File: config.mk
export PLATFORM = sky130hd
export DESIGN_NAME = smbus_rd_host
export DESIGN_NICKNAME = d
export VERILOG_FILES = /design/src/rtl/smbus_rd_pkg.sv /design/src/rtl/smbus_rd_tick.sv /design/src/rtl/smbus_rd_engine.sv /design/src/rtl/smbus_rd_regs.sv /design/src/rtl/smbus_rd_host.sv
export SDC_FILE = /design/constraint.sdc
export NUM_CORES = 1
export LEC_CHECK = 0
export CORE_UTILIZATION = 43
export CTS_CLUSTER_SIZE = 25
export DETAILED_ROUTE_END_ITERATION = 8
export SYNTH_ARGS = -nofsm -noshare
export SYNTH_HDL_FRONTEND = slang
export SYNTH_SLANG_ARGS = --single-unit
File: constraint.sdc
create_clock -name clk -period 3.15 [get_ports clk]
set_input_delay 0.945 -clock clk [delete_from_list [all_inputs] [get_ports clk]]
set_output_delay 0.945 -clock clk [all_outputs]
set_load 0.01 [all_outputs]
File: src/rtl/smbus_rd_pkg.sv
package smbus_rd_pkg;

  localparam int RegAw = 3;
  localparam int DataW = 8;

  localparam logic [RegAw-1:0] OFS_STAT = 3'd0;
  localparam logic [RegAw-1:0] OFS_CTRL = 3'd2;
  localparam logic [RegAw-1:0] OFS_CMD  = 3'd3;
  localparam logic [RegAw-1:0] OFS_ADR  = 3'd4;
  localparam logic [RegAw-1:0] OFS_D0   = 3'd5;
  localparam logic [RegAw-1:0] OFS_D1   = 3'd6;
  localparam logic [RegAw-1:0] OFS_BLK  = 3'd7;

  localparam int CTRL_IEN_BIT   = 0;
  localparam int CTRL_GO_BIT    = 6;
  localparam logic [2:0] PROTO_BYTE_RD = 3'b010;

  typedef enum logic [2:0] {
    ST_IDLE,
    ST_START,
    ST_WBIT,
    ST_RSTART,
    ST_RBIT,
    ST_STOP,
    ST_FIN
  } eng_state_e;

endpackage

File: src/rtl/smbus_rd_tick.sv
module smbus_rd_tick #(
  parameter int HALF_CLKS = 250
) (
  input  logic clk,
  input  logic rst_n,
  input  logic run,
  output logic tick
);
  localparam int CW = (HALF_CLKS > 1) ? $clog2(HALF_CLKS) : 1;
  localparam logic [CW-1:0] LAST = CW'(HALF_CLKS - 1);

  logic [CW-1:0] cnt_q, cnt_d;

  assign tick = run && (cnt_q == LAST);

  always_comb begin
    cnt_d = cnt_q;
    if (!run || tick) cnt_d = '0;
    else              cnt_d = cnt_q + 1'b1;
  end

  always_ff @(posedge clk or negedge rst_n) begin
    if (!rst_n) cnt_q <= '0;
    else        cnt_q <= cnt_d;
  end

  // the half-period counter never runs past its terminal value
  assert_tick_bound_R5: assert property (@(posedge clk) disable iff (!rst_n)
    cnt_q <= LAST);

endmodule

File: src/rtl/smbus_rd_engine.sv
module smbus_rd_engine
  import smbus_rd_pkg::*;
(
  input  logic       clk,
  input  logic       rst_n,
  input  logic       go,
  input  logic [6:0] slv_adr,
  input  logic [7:0] cmd_code,
  input  logic       tick,
  input  logic       sda_in,
  output logic       busy,
  output logic       fin,
  output logic       fail,
  output logic       rx_valid,
  output logic [7:0] rx_byte,
  output logic       scl_oe,
  output logic       sda_oe
);
  localparam logic [3:0] ACK_SLOT = 4'd8;

  eng_state_e state_q, state_d;
  logic [1:0] ph_q, ph_d;
  logic [3:0] bit_q, bit_d;
  logic [7:0] sh_q, sh_d;
  logic [1:0] idx_q, idx_d;
  logic [6:0] adr_q, adr_d;
  logic [7:0] cmd_q, cmd_d;
  logic       scl_low_q, scl_low_d;
  logic       err_q, err_d;
  logic       rxv_q, rxv_d;
  logic       sda_q, sda_lvl;
  logic [1:0] sync_q;
  logic       sda_s;

  assign sda_s = sync_q[1];

  // SDA level requested in the current state; sent out one clock later
  always_comb begin
    case (state_q)
      ST_START:  sda_lvl = 1'b0;
      ST_WBIT:   sda_lvl = (bit_q == ACK_SLOT) ? 1'b1 : sh_q[7];
      ST_RSTART: sda_lvl = (ph_q != 2'd2);
      ST_RBIT:   sda_lvl = 1'b1;
      ST_STOP:   sda_lvl = (ph_q == 2'd2);
      default:   sda_lvl = 1'b1;
    endcase
  end

  always_comb begin
    state_d   = state_q;
    ph_d      = ph_q;
    bit_d     = bit_q;
    sh_d      = sh_q;
    idx_d     = idx_q;
    adr_d     = adr_q;
    cmd_d     = cmd_q;
    scl_low_d = scl_low_q;
    err_d     = err_q;
    rxv_d     = 1'b0;
    case (state_q)
      ST_IDLE: begin
        scl_low_d = 1'b0;
        if (go) begin
          state_d = ST_START;
          adr_d   = slv_adr;
          cmd_d   = cmd_code;
          err_d   = 1'b0;
          ph_d    = 2'd0;
        end
      end
      ST_START: begin
        if (tick) begin
          scl_low_d = 1'b1;
          state_d   = ST_WBIT;
          bit_d     = 4'd0;
          ph_d      = 2'd0;
          sh_d      = {adr_q, 1'b0};
          idx_d     = 2'd0;
        end
      end
      ST_WBIT: begin
        if (tick) begin
          if (ph_q == 2'd0) begin
            scl_low_d = 1'b0;
            ph_d      = 2'd1;
          end else begin
            scl_low_d = 1'b1;
            ph_d      = 2'd0;
            if (bit_q == ACK_SLOT) begin
              if (sda_s) begin
                err_d   = 1'b1;
                state_d = ST_STOP;
              end else begin
                case (idx_q)
                  2'd0: begin
                    sh_d  = cmd_q;
                    idx_d = 2'd1;
                    bit_d = 4'd0;
                  end
                  2'd1:    state_d = ST_RSTART;
                  default: begin
                    state_d = ST_RBIT;
                    bit_d   = 4'd0;
                  end
                endcase
              end
            end else begin
              sh_d  = {sh_q[6:0], 1'b0};
              bit_d = bit_q + 1'b1;
            end
          end
        end
      end
      ST_RSTART: begin
        if (tick) begin
          case (ph_q)
            2'd0: begin
              scl_low_d = 1'b0;
              ph_d      = 2'd1;
            end
            2'd1: ph_d = 2'd2;
            default: begin
              scl_low_d = 1'b1;
              state_d   = ST_WBIT;
              bit_d     = 4'd0;
              ph_d      = 2'd0;
              sh_d      = {adr_q, 1'b1};
              idx_d     = 2'd2;
            end
          endcase
        end
      end
      ST_RBIT: begin
        if (tick) begin
          if (ph_q == 2'd0) begin
            scl_low_d = 1'b0;
            ph_d      = 2'd1;
          end else begin
            scl_low_d = 1'b1;
            ph_d      = 2'd0;
            if (bit_q == ACK_SLOT) begin
              rxv_d   = 1'b1;
              state_d = ST_STOP;
            end else begin
              sh_d  = {sh_q[6:0], sda_s};
              bit_d = bit_q + 1'b1;
            end
          end
        end
      end
      ST_STOP: begin
        if (tick) begin
          case (ph_q)
            2'd0: begin
              scl_low_d = 1'b0;
              ph_d      = 2'd1;
            end
            2'd1:    ph_d    = 2'd2;
            default: state_d = ST_FIN;
          endcase
        end
      end
      ST_FIN:  state_d = ST_IDLE;
      default: state_d = ST_IDLE;
    endcase
  end

  always_ff @(posedge clk or negedge rst_n) begin
    if (!rst_n) begin
      state_q   <= ST_IDLE;
      ph_q      <= 2'd0;
      bit_q     <= 4'd0;
      sh_q      <= 8'h00;
      idx_q     <= 2'd0;
      adr_q     <= 7'h00;
      cmd_q     <= 8'h00;
      scl_low_q <= 1'b0;
      err_q     <= 1'b0;
      rxv_q     <= 1'b0;
      sda_q     <= 1'b1;
      sync_q    <= 2'b11;
    end else begin
      state_q   <= state_d;
      ph_q      <= ph_d;
      bit_q     <= bit_d;
      sh_q      <= sh_d;
      idx_q     <= idx_d;
      adr_q     <= adr_d;
      cmd_q     <= cmd_d;
      scl_low_q <= scl_low_d;
      err_q     <= err_d;
      rxv_q     <= rxv_d;
      sda_q     <= sda_lvl;
      sync_q    <= {sync_q[0], sda_in};
    end
  end

  assign busy     = (state_q != ST_IDLE);
  assign fin      = (state_q == ST_FIN);
  assign fail     = err_q;
  assign rx_valid = rxv_q;
  assign rx_byte  = sh_q;
  assign scl_oe   = scl_low_q;
  assign sda_oe   = ~sda_q;

  // with SCL released, SDA only moves inside start/restart/stop
  assert_sda_steady_R10: assert property (@(posedge clk) disable iff (!rst_n)
    (!scl_low_q && $past(!scl_low_q) && (sda_q != $past(sda_q)))
      |-> (state_q inside {ST_START, ST_RSTART, ST_STOP}));

  // a transfer that saw a missing acknowledge never delivers a byte
  assert_no_rx_on_err_R7: assert property (@(posedge clk) disable iff (!rst_n)
    rx_valid |-> !err_q);

  // both lines are released when the transfer finishes
  assert_lines_free_R5: assert property (@(posedge clk) disable iff (!rst_n)
    (state_q == ST_FIN) |-> (!scl_oe && !sda_oe));

endmodule

File: src/rtl/smbus_rd_regs.sv
module smbus_rd_regs
  import smbus_rd_pkg::*;
(
  input  logic             clk,
  input  logic             rst_n,
  input  logic [RegAw-1:0] reg_addr,
  input  logic             reg_we,
  input  logic [DataW-1:0] reg_wdata,
  output logic [DataW-1:0] reg_rdata,
  input  logic             eng_busy,
  input  logic             eng_fin,
  input  logic             eng_fail,
  input  logic             rx_valid,
  input  logic [DataW-1:0] rx_byte,
  output logic             go,
  output logic [6:0]       slv_adr,
  output logic [DataW-1:0] cmd_code,
  output logic             irq
);
  logic [DataW-1:0] ctrl_q, ctrl_d;
  logic [DataW-1:0] cmd_q, cmd_d;
  logic [DataW-1:0] adr_q, adr_d;
  logic [DataW-1:0] d0_q, d0_d;
  logic [DataW-1:0] d1_q, d1_d;
  logic [DataW-1:0] blk_q, blk_d;
  logic             done_q, done_d;
  logic             err_q, err_d;
  logic             wr_stat, wr_ctrl;

  assign wr_stat = reg_we && (reg_addr == OFS_STAT);
  assign wr_ctrl = reg_we && (reg_addr == OFS_CTRL);

  assign go = wr_ctrl && reg_wdata[CTRL_GO_BIT]
              && (reg_wdata[4:2] == PROTO_BYTE_RD) && !eng_busy;

  always_comb begin
    ctrl_d = ctrl_q;
    cmd_d  = cmd_q;
    adr_d  = adr_q;
    d0_d   = d0_q;
    d1_d   = d1_q;
    blk_d  = blk_q;
    done_d = done_q;
    err_d  = err_q;
    if (wr_ctrl) ctrl_d = reg_wdata & ~(8'h01 << CTRL_GO_BIT);
    if (reg_we && (reg_addr == OFS_CMD)) cmd_d = reg_wdata;
    if (reg_we && (reg_addr == OFS_ADR)) adr_d = reg_wdata;
    if (reg_we && (reg_addr == OFS_D0))  d0_d  = reg_wdata;
    if (reg_we && (reg_addr == OFS_D1))  d1_d  = reg_wdata;
    if (reg_we && (reg_addr == OFS_BLK)) blk_d = reg_wdata;
    if (rx_valid) d0_d = rx_byte;
    if (wr_stat) begin
      if (reg_wdata[1]) done_d = 1'b0;
      if (reg_wdata[2]) err_d  = 1'b0;
    end
    if (eng_fin) begin
      done_d = 1'b1;
      if (eng_fail) err_d = 1'b1;
    end
  end

  always_ff @(posedge clk or negedge rst_n) begin
    if (!rst_n) begin
      ctrl_q <= '0;
      cmd_q  <= '0;
      adr_q  <= '0;
      d0_q   <= '0;
      d1_q   <= '0;
      blk_q  <= '0;
      done_q <= 1'b0;
      err_q  <= 1'b0;
    end else begin
      ctrl_q <= ctrl_d;
      cmd_q  <= cmd_d;
      adr_q  <= adr_d;
      d0_q   <= d0_d;
      d1_q   <= d1_d;
      blk_q  <= blk_d;
      done_q <= done_d;
      err_q  <= err_d;
    end
  end

  always_comb begin
    case (reg_addr)
      OFS_STAT: reg_rdata = {5'b00000, err_q, done_q, eng_busy};
      OFS_CTRL: reg_rdata = ctrl_q;
      OFS_CMD:  reg_rdata = cmd_q;
      OFS_ADR:  reg_rdata = adr_q;
      OFS_D0:   reg_rdata = d0_q;
      OFS_D1:   reg_rdata = d1_q;
      OFS_BLK:  reg_rdata = blk_q;
      default:  reg_rdata = '0;
    endcase
  end

  assign slv_adr  = adr_q[7:1];
  assign cmd_code = cmd_q;
  assign irq      = ctrl_q[CTRL_IEN_BIT] & done_q;

  // done may only rise in the cycle the engine drops busy
  assert_done_at_idle_R6: assert property (@(posedge clk) disable iff (!rst_n)
    $rose(done_q) |-> $fell(eng_busy));

  // outside a transfer, data0 moves only through a register write
  assert_data0_hold_R6: assert property (@(posedge clk) disable iff (!rst_n)
    (d0_q != $past(d0_q)) |-> ($past(eng_busy) || $past(reg_we && (reg_addr == OFS_D0))));

endmodule

File: src/rtl/smbus_rd_host.sv
module smbus_rd_host
  import smbus_rd_pkg::*;
#(
  parameter int HALF_CLKS = 250
) (
  input  logic       clk,
  input  logic       rst_n,
  input  logic [2:0] reg_addr,
  input  logic       reg_we,
  input  logic [7:0] reg_wdata,
  output logic [7:0] reg_rdata,
  output logic       irq,
  output logic       scl_oe,
  output logic       sda_oe,
  input  logic       sda_i
);
  logic [1:0] rst_sync_q;
  logic       rst_n_int;
  logic       go, tick, busy, fin, fail, rx_valid;
  logic [6:0] slv_adr;
  logic [7:0] cmd_code, rx_byte;

  always_ff @(posedge clk or negedge rst_n) begin
    if (!rst_n) rst_sync_q <= 2'b00;
    else        rst_sync_q <= {rst_sync_q[0], 1'b1};
  end
  assign rst_n_int = rst_sync_q[1];

  smbus_rd_regs u_regs (
    .clk       (clk),
    .rst_n     (rst_n_int),
    .reg_addr  (reg_addr),
    .reg_we    (reg_we),
    .reg_wdata (reg_wdata),
    .reg_rdata (reg_rdata),
    .eng_busy  (busy),
    .eng_fin   (fin),
    .eng_fail  (fail),
    .rx_valid  (rx_valid),
    .rx_byte   (rx_byte),
    .go        (go),
    .slv_adr   (slv_adr),
    .cmd_code  (cmd_code),
    .irq       (irq)
  );

  smbus_rd_tick #(.HALF_CLKS(HALF_CLKS)) u_tick (
    .clk   (clk),
    .rst_n (rst_n_int),
    .run   (busy),
    .tick  (tick)
  );

  smbus_rd_engine u_eng (
    .clk      (clk),
    .rst_n    (rst_n_int),
    .go       (go),
    .slv_adr  (slv_adr),
    .cmd_code (cmd_code),
    .tick     (tick),
    .sda_in   (sda_i),
    .busy     (busy),
    .fin      (fin),
    .fail     (fail),
    .rx_valid (rx_valid),
    .rx_byte  (rx_byte),
    .scl_oe   (scl_oe),
    .sda_oe   (sda_oe)
  );

endmodule

==> results.cfg <==
[pwr]
power_density_mw_per_mm2 = 506
p_leak_uw = 0.00274
ir_drop_v = 0.000445

[critical_path]
cp.arrival_ns = 2.16
crit_path_max_fanout = 8
timing.rr.start = u_eng.bit_q[0]
critPathRequiredTime_ns = 2.20
start_kind = primary input
cp-end-kind = primary output
critPathLaunch = reg_addr[0]
setup.worst_path.class = primary input to primary output

[sta]
fin_crit_sh_pct = 98.5
slew_headroom_pct = 47.4
setup_ws_ns = 0.0478
finalMaxSlewViolations = 0
tightest_slew_ns = 0.786
finalClockSkew_ns = 0.00818
max_freq_mhz = 322
rsz0062_at_grt = false
hold-worst-slack_ns = 0.357
fin_crit_ns = 3.10
setup_violations = 0
setup_tns_ns = 0
finalHoldViolations = 0

[final_layout]
fillCellCount = 964
layout-drive-gt1-share_pct = 30.3
nets = 502
antenna_cells = 0
post-route-util_pct = 53.3
fin_cells = 628
syn_to_final_growth_pct = 19.0

[logic_synthesis]
synth_nets = 449
synth_compound_area_share_pct = 11.5
synth_top_family_by_area = multiplexers
synth_edf_count = 0
synthCells = 430
synth.distinct_cells = 66
synth_xor_area_share_pct = 1.06
syn_avg_cell_area_sq_um = 11.5
ys_async_sr_fraction_pct = 100
synth_simple_gate_area_share_pct = 11.3
synthAdderAreaFrac_pct = 1.01
synth_area_sq_mm = 0.00494
ys.flop_type = dfrtp_1
synth_seq_cells = 99
muxShareOfSynthArea_pct = 20.6
yosys_warnings = 0
synth_seq_area_share_pct = 50.2

[cts]
cts.clk_slew.worst_paths_ns = 0.07
cts_made_buffers = 9
clock_path_buffers = 2
cts_tree = built
clock-root-buffer = clkbuf_16
clk_latency_ns = 0.35
cts.sinks = 99
cts_max_level = 3

[detailed_routing]
vias_per_cell = 5.60
firstDrtPassIters = 5
wl_mm = 10.8
vias = 3516
drc = 0
drt_iter0_drc = 235
wire_per_inst_um = 17.2
postRouteAntennaNets = 0

[min_path]
min-delay-start = u_eng.sync_q[0]
hold_class = register to register

[placement]
pre_cts_slack_ns = -0.587
dpl.hpwl_mm = 7.74
gp_congestion = 0.820
dp.cells = 602
io_buffers = 25

[die]
dieArea_sq_mm = 0.0119
start_util_pct = 44.8
chipWidth_um = 109
core_area_sq_mm = 0.0110
die_h_um = 109
rows = 38
io_pins = 26

[global_routing]
grt_pass1_wl_mm = 18.1
grt_pass1_vias = 3397
antenna_found_initial = 0
grt_overflow = 0
grt_max_degree = 60
grtUsageTotal_pct = 20.2

[outcome]
status = complete, no violations

[run]
maxCapViolations = 0
-- state kept, by name, summed over array words and instances, names as in the netlist, 3 cells and up --
| register | cells |
|---|---|
| u_tick.cnt_q | 8 |
| u_regs.blk_q | 8 |
| u_regs.d1_q | 8 |
| u_eng.cmd_q | 8 |
| u_regs.cmd_code | 8 |
| u_eng.rx_byte | 8 |
| u_eng.bit_q | 4 |
| u_regs.d0_q | 8 |
| u_regs.adr_q | 8 |
| u_eng.state_q | 3 |
| u_regs.ctrl_q | 7 |
| u_eng.adr_q | 7 |
-- worst max-delay path, stage by stage --
cell and delay, ns:
dlygate4sd2_1 0.25, buf_6 0.14, buf_8 0.12, buf_4 0.14, nor2_1 0.10, a31oi_1 0.05, o22ai_1 0.14, clkdlybuf4s15_1 0.26
-- final cells by class --
type                            instances  area, sq um  area share (%)
Sequential cell                        99         2480            42.2
Clock buffer                            9          225            3.83
Tap cell                              140          175            2.98
Multi-Input combinational cell        286         2270            38.5
Clock inverter                          7         73.8            1.26
Inverter                               21         80.1            1.36
Timing Repair Buffer                   66          577            9.81
-- stage by stage --
step	area, sq um	total power, uW
floorplan	4940	1720
global placement	5500	1870
detailed placement	5500	1890
CTS	5880	3010
global route	5880	3110
finish	5880	2980
-- cells in the final DEF, fill, tap and decap left out, types with 3 or more instances in the layout --
cell / n
a21oi_1: 11
nor2b_1: 4
buf_4: 36
inv_6: 3
mux2i_1: 26
inv_1: 20
a22oi_1: 3
o21ai_0: 19
xnor2_1: 4
nand3_1: 14
dfstp_2: 3
ha_1: 4
nor3_1: 4
and3_1: 5
o21ai_1: 4
a222oi_1: 7
a31oi_1: 8
clkinv_2: 3
mux4_2: 3
o221ai_1: 3
dfrtp_1: 95
clkbuf_16: 9
mux2_2: 58
a32o_1: 3
a22o_1: 3
nor2_1: 27
nand2_1: 28
buf_2: 7
clkdlybuf4s50_1: 14
-- cells by family after synthesis --
logic type	count (synthesis)
AOI/OAI and AO/OA	78
buffers and inverters	45
muxes	90
DFF	99
and+or+nand+nor	107
xor gates and xnor gates	6
other	1
adders and majority gates	4
-- worst paths after layout --
check / to / slack, ns / cells past startpoint
worst max-delay path: reg_rdata[5] / 0.05 / 8
worst min-delay path: u_eng.sync_q[1] / 0.36 / 0
worst max register to register: u_eng.idx_q[0] / 0.87 / 7
worst min register to register: u_eng.sync_q[1] / 0.36 / 0
max in group asynchronous: u_eng.sda_q / 1.91 / 1
min in group asynchronous: u_regs.d1_q[0] / 0.42 / 0
-- metal layers --
| layer | track usage [%] | vias to the layer above | wire length, um |
|---|---|---|---|
| li1 | - | 1674 | - |
| met1 | 29.3 | 1754 | 5370 |
| met2 | 30.2 | 82 | 4970 |
| met3 | 4.84 | 6 | 410 |
| met4 | 5.33 | 0 | 69 |
| met5 | 0 | - | 0 |
-- synth_stat cells, types with 4 or more instances --
cell / count / area, sq um
inv_1: 20 / 75.1
o21ai_0: 20 / 100
a21oi_1: 11 / 55.1
nor2b_1: 5 / 31.3
buf_2: 12 / 60.1
a31oi_1: 8 / 50.1
nand2_1: 28 / 105
xnor2_1: 4 / 35.0
and3_1: 5 / 31.3
mux2_2: 58 / 653
nand3_1: 14 / 70.1
ha_1: 4 / 50.1
nor2_1: 28 / 105
clkbuf_1: 6 / 22.5
mux2i_1: 26 / 260
dfrtp_1: 96 / 2400
a222oi_1: 7 / 70.1
nor3_1: 4 / 20.0
-- report_power, final --
part / switching (uW) / total, uW / leakage [uW] / internal [uW]
logic: 143 / 354 / 0.00139 / 211
registers: 106 / 1510 / 0.00121 / 1400
clock network: 492 / 1110 / 0.000147 / 621
total: 741 / 2980 / 0.00274 / 2240
-- timing repair --
item                                    CTS  global route
hold buffers                              0             0
gates resized for setup                  42             2
setup buffers                             9             0
endpoints found under the setup margin    8             4
pin swaps                                 1             3
cloned                                    1             0
Power figures use the tool's default switching activity.
